[src/rtl/flash_status_pkg.sv]
package flash_status_pkg;

    localparam int BYTE_W = 8;

    typedef enum logic [2:0] {
        MD_IDLE    = 3'd0,
        MD_PROG    = 3'd1,
        MD_ERASE   = 3'd2,
        MD_SUSP_RD = 3'd3,
        MD_SUSP_PG = 3'd4
    } mode_e;

    typedef struct packed {
        logic poll;   // bit 7: data polling
        logic tgl;    // bit 6: per-read toggle
        logic tlim;   // bit 5: time limit exceeded
        logic rsv4;   // bit 4: no status meaning
        logic ers;    // bit 3: erase flag
        logic tgl2;   // bit 2: sector toggle
        logic rsv1;   // bit 1: reserved
        logic rsv0;   // bit 0: reserved
    } status_t;

    function automatic mode_e decode_mode(input logic [2:0] code);
        case (code)
            3'd1:    return MD_PROG;
            3'd2:    return MD_ERASE;
            3'd3:    return MD_SUSP_RD;
            3'd4:    return MD_SUSP_PG;
            default: return MD_IDLE;
        endcase
    endfunction

endpackage

[src/rtl/fsg_read_edge.sv]
module fsg_read_edge (
    input  logic clk,
    input  logic rst,
    input  logic rd_i,
    output logic rise_o
);
    logic rd_q;

    always_ff @(posedge clk) begin
        if (rst) rd_q <= 1'b0;
        else     rd_q <= rd_i;
    end

    assign rise_o = rd_i & ~rd_q;

    AST_NO_DOUBLE_RISE: assert property (@(posedge clk) disable iff (rst)
        rise_o |=> !rise_o);
endmodule

[src/rtl/fsg_toggle_bits.sv]
module fsg_toggle_bits (
    input  logic clk,
    input  logic rst,
    input  logic clear_i,
    input  logic adv6_i,
    input  logic adv2_i,
    output logic t6_o,
    output logic t2_o
);
    logic t6_q, t2_q;

    always_ff @(posedge clk) begin
        if (rst || clear_i) begin
            t6_q <= 1'b0;
            t2_q <= 1'b0;
        end else begin
            if (adv6_i) t6_q <= ~t6_q;
            if (adv2_i) t2_q <= ~t2_q;
        end
    end

    assign t6_o = t6_q;
    assign t2_o = t2_q;

    AST_TOGGLE_CLEARED: assert property (@(posedge clk) disable iff (rst)
        clear_i |=> (!t6_o && !t2_o));
    AST_T6_FROZEN: assert property (@(posedge clk) disable iff (rst)
        (!adv6_i && !clear_i) |=> $stable(t6_o));
endmodule

[src/rtl/fsg_status_mux.sv]
module fsg_status_mux
    import flash_status_pkg::*;
(
    input  mode_e              md_i,
    input  logic               timeout_i,
    input  logic [BYTE_W-1:0]  last_data_i,
    input  logic [BYTE_W-1:0]  array_data_i,
    input  logic               in_susp_i,
    input  logic               t6_i,
    input  logic               t2_i,
    output logic [BYTE_W-1:0]  byte_o,
    output logic               is_status_o,
    output logic               adv6_o,
    output logic               adv2_o
);
    status_t st;
    logic    use_arr;

    always_comb begin
        st      = '0;
        use_arr = 1'b0;
        adv6_o  = 1'b0;
        adv2_o  = 1'b0;
        case (md_i)
            MD_PROG: begin
                st.poll = ~last_data_i[BYTE_W-1];
                st.tgl  = t6_i;
                st.tlim = timeout_i;
                st.tgl2 = 1'b1;
                adv6_o  = 1'b1;
            end
            MD_ERASE: begin
                st.poll = 1'b0;
                st.tgl  = t6_i;
                st.tlim = timeout_i;
                st.ers  = 1'b1;
                st.tgl2 = t2_i;
                adv6_o  = 1'b1;
                adv2_o  = 1'b1;
            end
            MD_SUSP_RD: begin
                if (in_susp_i) begin
                    st.poll = 1'b1;
                    st.tgl  = 1'b1;
                    st.tgl2 = t2_i;
                    adv2_o  = 1'b1;
                end else begin
                    use_arr = 1'b1;
                end
            end
            MD_SUSP_PG: begin
                st.poll = ~last_data_i[BYTE_W-1];
                st.tgl  = t6_i;
                st.tlim = timeout_i;
                st.tgl2 = in_susp_i ? t2_i : 1'b1;
                adv6_o  = 1'b1;
                adv2_o  = in_susp_i;
            end
            default: use_arr = 1'b1;
        endcase
    end

    assign byte_o      = use_arr ? array_data_i : st;
    assign is_status_o = ~use_arr;
endmodule

[src/rtl/flash_status_gen.sv]
module flash_status_gen
    import flash_status_pkg::*;
(
    input  logic              clk,
    input  logic              rst,
    input  logic [2:0]        mode_i,
    input  logic              timeout_i,
    input  logic              start_i,
    input  logic [BYTE_W-1:0] last_data_i,
    input  logic [BYTE_W-1:0] array_data_i,
    input  logic              in_susp_sector_i,
    input  logic              rd_i,
    output logic [BYTE_W-1:0] status_o
);
    mode_e             md;
    logic              rd_rise;
    logic              t6, t2;
    logic              adv6, adv2, is_status;
    logic [BYTE_W-1:0] next_byte;
    logic [BYTE_W-1:0] status_q;

    assign md = decode_mode(mode_i);

    fsg_read_edge u_edge (
        .clk    (clk),
        .rst    (rst),
        .rd_i   (rd_i),
        .rise_o (rd_rise)
    );

    fsg_toggle_bits u_tgl (
        .clk     (clk),
        .rst     (rst),
        .clear_i (start_i),
        .adv6_i  (rd_rise & adv6),
        .adv2_i  (rd_rise & adv2),
        .t6_o    (t6),
        .t2_o    (t2)
    );

    fsg_status_mux u_mux (
        .md_i         (md),
        .timeout_i    (timeout_i),
        .last_data_i  (last_data_i),
        .array_data_i (array_data_i),
        .in_susp_i    (in_susp_sector_i),
        .t6_i         (t6),
        .t2_i         (t2),
        .byte_o       (next_byte),
        .is_status_o  (is_status),
        .adv6_o       (adv6),
        .adv2_o       (adv2)
    );

    always_ff @(posedge clk) begin
        if (rst)          status_q <= '0;
        else if (rd_rise) status_q <= next_byte;
    end

    assign status_o = status_q;

    AST_PROG_POLL_INV: assert property (@(posedge clk) disable iff (rst)
        (rd_rise && md == MD_PROG) |=> (status_o[7] != $past(last_data_i[7])));
    AST_ERASE_POLL_LOW: assert property (@(posedge clk) disable iff (rst)
        (rd_rise && md == MD_ERASE) |=> (!status_o[7] && status_o[3]));
    AST_RESERVED_ZERO: assert property (@(posedge clk) disable iff (rst)
        (rd_rise && is_status) |=> (status_o[1:0] == 2'b00 && !status_o[4]));
    AST_HOLD_NO_READ: assert property (@(posedge clk) disable iff (rst)
        !rd_rise |=> $stable(status_o));
    AST_IDLE_PASSTHRU: assert property (@(posedge clk) disable iff (rst)
        (rd_rise && md == MD_IDLE) |=> (status_o == $past(array_data_i)));
endmodule

[config.mk]
export PLATFORM = sky130hd
export DESIGN_NAME = flash_status_gen
export DESIGN_NICKNAME = d
export VERILOG_FILES = /design/src/rtl/flash_status_pkg.sv /design/src/rtl/fsg_read_edge.sv /design/src/rtl/fsg_toggle_bits.sv /design/src/rtl/fsg_status_mux.sv /design/src/rtl/flash_status_gen.sv
export SDC_FILE = /design/constraint.sdc
export NUM_CORES = 1
export LEC_CHECK = 0
export BUFFER_PORTS_ARGS = -buffer_cell sky130_fd_sc_hd__buf_2
export CAP_MARGIN = 20
export CORE_AREA = 2 2 42 44
export CTS_CLUSTER_DIAMETER = 30
export DETAILED_ROUTE_END_ITERATION = 16
export DIE_AREA = 0 0 44 46
export MAX_ROUTING_LAYER = met4
export PLACE_DENSITY = 0.73
export SLEW_MARGIN = 20
export SYNTH_ARGS = -nofsm -noshare
export SYNTH_HDL_FRONTEND = slang
export SYNTH_SLANG_ARGS = --single-unit
[constraint.sdc]
create_clock -name clk -period 1.2 [get_ports clk]
set_input_delay 0.12 -clock clk [delete_from_list [all_inputs] [get_ports clk]]
set_output_delay 0.12 -clock clk [all_outputs]
set_load 0.005 [all_outputs]
# Word-level counts from Yosys, hierarchy flattened
# Index checks and enable logic that the tools add are counted.
dict set report totals {
  reg_bits 11
  latch_bits 0
  ramBits 0
  rom_bits 0
  in_bits 25
  memories 0
}
dict set report classes {
  n_addsub 0
  mul 0
  div_mod_pow 0
  magnitude_cmp 0
  n_eq_ne 8
  shift 0
  muxes 14
  bitwise 7
  n_reduce_logical 3
}
# op n
set op_table {}
lappend op_table {{== test 3 x 2 -> 1 bit, second input constant} 4}
lappend op_table {{one-hot mux 3 bit (4 select lines)} 1}
lappend op_table {{2-to-1 mux 8 bit} 1}
lappend op_table {{2-to-1 mux 1 bit} 7}
lappend op_table {{== test 3 x 1 -> 1 bit, second input constant} 2}
lappend op_table {{== test 3 bit, second input constant} 2}
lappend op_table {{one-hot mux 2 bit (3 select lines)} 1}
lappend op_table {{NOT 1 bit} 4}
lappend op_table {{one-hot mux 1 bit (4 select lines)} 1}
lappend op_table {{AND 1 bit} 3}
lappend op_table {{one-hot mux 1 bit (3 select lines)} 1}
lappend op_table {{OR reduction 3 bit} 1}
lappend op_table {{2-to-1 mux 2 bit} 1}
lappend op_table {{one-hot mux 1 bit (2 select lines)} 1}
lappend op_table {{OR reduction 2 bit} 1}
lappend op_table {{logical OR 1 bit} 1}

# Logic depth before layout (Yosys ltp)
dict set report logic_depth {
  word_depth 6
  ltp_mapped 5
}

# Cells and area by module
# From an unflattened synthesis, not the netlist that was laid out.
dict set report unflattened {
  hier_cells 79
  hier_area_um2 762.0
}
# module instances cells_each area_per_inst_um2 seq_area_each_um2
set by_module_without_submodules {}
lappend by_module_without_submodules {fsg_status_mux 1 39 326.6 0.0}
lappend by_module_without_submodules {flash_status_gen 1 31 320.3 160.2}
lappend by_module_without_submodules {fsg_toggle_bits 1 6 67.6 40.0}
lappend by_module_without_submodules {fsg_read_edge 1 3 47.5 20.0}

# Least setup slack after synthesis
# Ideal clock, no wire load.
dict set report synth_path {
  kind {input port to flip-flop}
  startpoint {input port mode_i[1]}
  endpoint {register status_q[5], in the netlist status_o[5]}
  arrival_ns 0.952
  required_ns 1.069
  setup_slack_ns 0.117
  stages 5
  n_path_buf 1
  path_cell_list {buf_2 -> o21ai_0 -> nand3_2 -> a221oi_1 -> nor3_1}
}
dict set report synth_via {
  elab_chain_cells 6
  elab_cells_between_ends 13
  classes_between {8 x eq/ne; 4 x mux; 1 x reduce/logical}
}
# item line
set synth_lines {}
lappend synth_lines {{from (decl)} flash_status_gen.sv:6} ;# input logic [2:0] mode_i,
lappend synth_lines {{== test 3 bit, or another cell as far along} flash_status_pkg.sv:25} ;# case (code)
lappend synth_lines {{one-hot mux 3 bit (4 select lines) (*)} flash_status_pkg.sv:25}
lappend synth_lines {{== test 3 x 1 -> 1 bit, or another cell as far along} fsg_status_mux.sv:24} ;# case (md_i)
lappend synth_lines {{OR reduction 3 bit (no line)} -}
lappend synth_lines {{one-hot mux 1 bit (2 select lines) or 2-to-1 mux 1 bit (tied branches)} fsg_status_mux.sv:24}
lappend synth_lines {{2-to-1 mux 8 bit (*)} fsg_status_mux.sv:63} ;# assign byte_o = use_arr ? array_data_i : st;
lappend synth_lines {{to (signal assigned)} flash_status_gen.sv:57} ;# else if (rd_rise) status_q <= next_byte;
lappend synth_lines {{to (decl)} flash_status_gen.sv:20} ;# logic [BYTE_W-1:0] status_q;
# Every way passes the cells marked *; elsewhere a longest branch is shown, timed or not.
# A chain may end at the register's enable or synchronous reset.

# Worst setup path in the final report
dict set report layout_path {
  startpoint {register u_edge.rd_q}
  endpoint {register u_tgl.t2_q, in the netlist u_tgl.t2_o}
}
dict set report layout_via {
  elab_chain_cells 3
}
# item line
set layout_lines {}
lappend layout_lines {{from (decl)} fsg_read_edge.sv:7} ;# logic rd_q;
lappend layout_lines {{from (signal assigned)} fsg_read_edge.sv:11} ;# else rd_q <= rd_i;
lappend layout_lines {{NOT 1 bit} fsg_read_edge.sv:14} ;# assign rise_o = rd_i & ~rd_q;
lappend layout_lines {{AND 1 bit} fsg_read_edge.sv:14}
lappend layout_lines {{AND 1 bit} flash_status_gen.sv:36} ;# .adv2_i (rd_rise & adv2),
lappend layout_lines {{to (signal assigned)} fsg_toggle_bits.sv:18} ;# if (adv2_i) t2_q <= ~t2_q;
lappend layout_lines {{to (decl)} fsg_toggle_bits.sv:10} ;# logic t6_q, t2_q;
# Every way passes these cells.

==> flow_summary.yaml <==
run_status:
  status: "completed"
drt:
  dr.pass1.iters: 4
  ant_nets: 0
  routedWlPerCell_um: 12.3
  via_count: 619
  drt_iter0_drc: 13
  routed_wl_um: 1430
  drc: 0
  vias_per_cell: 5.34
setup_path:
  cp_slowest_cell: "or3_1"
  path_delay_family: "simple AND/OR/NAND/NOR gates"
  path_max_fanout: 12
  cp-end-kind: "flop"
  start_kind: "flop"
  slowest_delay_ns: 0.36
  critPathKind: "reg -> reg"
  timing.critical_path.arrival_ns: 1.28
  cp.required_ns: 1.40
  worstPathBufferInverterCount: 0
  path_cells: "nand2b_4 > or3_1 > a21oi_1"
logic_synthesis:
  syn_area_sq_um: 634
  synth_nets: 99
  yosysUniqueCellTypes: 32
  ys_warn_count: 0
  syn_inst: 74
  ys_ff_latch: 11
  syn_avg_cell_area_sq_um: 8.57
  ys_seq_area_share_pct: 34.7
clock_network:
  cts_tree: "built"
  ctsResizeCount: 0
  clockRootBuffer: "clkbuf_4"
  clock_latency_ns: 0.26
  cts_made_buffers: 3
  cts_buffer_depth: 2
  cts_setup_buffers: 0
  cts.sinks: 11
  cts_htree_levels: 1
  cts.clk_slew.worst_paths_ns: 0.07
  cts_hold_buffers: 0
sta:
  final.setup.worst_slack_ns: 0.114
  maxSlewViolCount: 0
  worst_pin_slew_ns: 0.270
  max_freq_mhz: 920
  slew_headroom_pct: 81.8
  setup_viol: 0
  finClkSkew_ns: 0.000278
  period_needed_ns: 1.09
  rsz0062_at_grt: "no"
  period_share_pct: 90.5
  timing.hold.ws_ns: 0.0997
  hold_violations: 0
die:
  die_h_um: 46
  core-area_sq_um: 1610
  die_area_sq_um: 2020
  row_count: 15
  initial_core_util_pct: 39.3
  die_w_um: 44
  io_pins: 33
placed_design:
  place_ws_ns: -0.00669
  numPortBuffers: 25
  gp_congestion: 0.772
  hpwlAfterDp_um: 1090
final_layout:
  syn_to_final_growth_pct: 23.5
  num_antenna_cells: 0
  drive_gt1_share_pct: 37.4
  fin_nets: 125
  layout.cells.most_common: "buf_2"
  final_cell_mix: "buf_2, dfxtp_1, a21oi_1, nor2_1"
global_routing:
  grt_pass1_vias: 527
  grt_max_degree: 13
  grt_pass1_wl_um: 2240
  overflow: 0
  antenna_found_initial: 0
  grtUsageTotal_pct: 15.4
power:
  leakagePower_nw: 0.344
  ir_drop_uv: 405
  p_total_w: 0.000840
  pwr_density_cell_nw_per_um2: 1070
worst_hold_path:
  hold_path_class: "in -> reg"
flow_run:
  drv_cap: 0
==> power breakdown <==
group          internal (W)  leakage [nW]  switching (W)
sequential         0.000386        0.0903     0.00000929
combinational     0.0000917         0.238      0.0000969
clock              0.000128        0.0150       0.000128
total              0.000606         0.344       0.000234
==> registers in the layout (all words and copies together) (netlist names) <==
| signal | cells |
|---|---|
| status_o | 8 |
| u_edge.rd_q | 1 |
| u_tgl.t2_o | 1 |
| u_tgl.t6_o | 1 |
==> cell type report <==
class | instances | area [sq um]
well taps | 17 | 21.3
clock buffers | 4 | 26.3
fillers | 164 | 831
repair buffers | 27 | 140
inverters | 4 | 15.0
flip-flops and latches | 11 | 220
multi-input cells | 53 | 360
==> tightest hold or removal path, stage by stage <==
cell     delay (ns)
buf_2          0.07
or2_2          0.10
a21oi_1        0.03
==> cells by family (layout without fill, tap and decap cells) <==
family          Yosys count  after routing  synth area share, %
simple gates             29             29                 26.4
compound gates           21             21                 22.7
flops                    11             11                 34.7
buf+inv                  10             35                 8.48
fa+ha+maj                 1              1                 1.78
xor+xnor                  1              1                 4.34
mux                       1              1                 1.58
==> synthesized netlist by cell type (all sizes together) <==
master   number  area, sq um
a211oi        1         7.51
a21oi         6         30.0
a221oi        2         17.5
a2bb2oi       1         15.0
a311oi        1         8.76
a31oi         2         12.5
a32oi         1         8.76
buf           3         27.5
clkbuf        3         11.3
dfxtp        11          220
inv           4         15.0
maj3          1         11.3
mux2i         1         10.0
nand2         4         15.0
nand2b        2         20.0
nand3         4         25.0
nand3b        2         15.0
nand4         1         6.26
nor2          5         18.8
nor2b         3         21.3
nor3          3         15.0
o21ai         4         20.0
o22ai         1         6.26
o2bb2ai       1         8.76
o41ai         1         8.76
or2           1         6.26
or3           4         25.0
xnor2         1         27.5
==> per-stage QoR <==
step | std cells | util, % | cell area, sq um | setup TNS [ns]
after floorplan | 74 | - | 634 | 0
after global placement | 112 | 46.9 | 757 | 0
after detailed placement | 112 | 46.9 | 757 | -0.00669
after CTS | 116 | 48.5 | 783 | 0
after global routing | 116 | 48.5 | 783 | 0
final | 116 | 48.5 | 783 | 0
==> per-layer routing <==
| metal | vias up | track usage [%] | share of wire (%) |
|---|---|---|---|
| li1 | 319 | - | - |
| met1 | 280 | 18.3 | 45 |
| met2 | 18 | 26.2 | 50 |
| met3 | 2 | 1.19 | 3.9 |
| met4 | 0 | 7.27 | 1.2 |
| met5 | - | - | 0 |
==> final timing paths <==
check              start     endpoint  slack (ns)  depth (start not counted)
max          u_edge.rd_q   u_tgl.t2_o        0.11                          3
min              start_i   u_tgl.t6_o         0.1                          3
max reg2reg  u_edge.rd_q   u_tgl.t2_o        0.11                          3
min reg2reg  status_o[1]  status_o[1]        0.45                          2
Power figures use the tool's default switching activity.
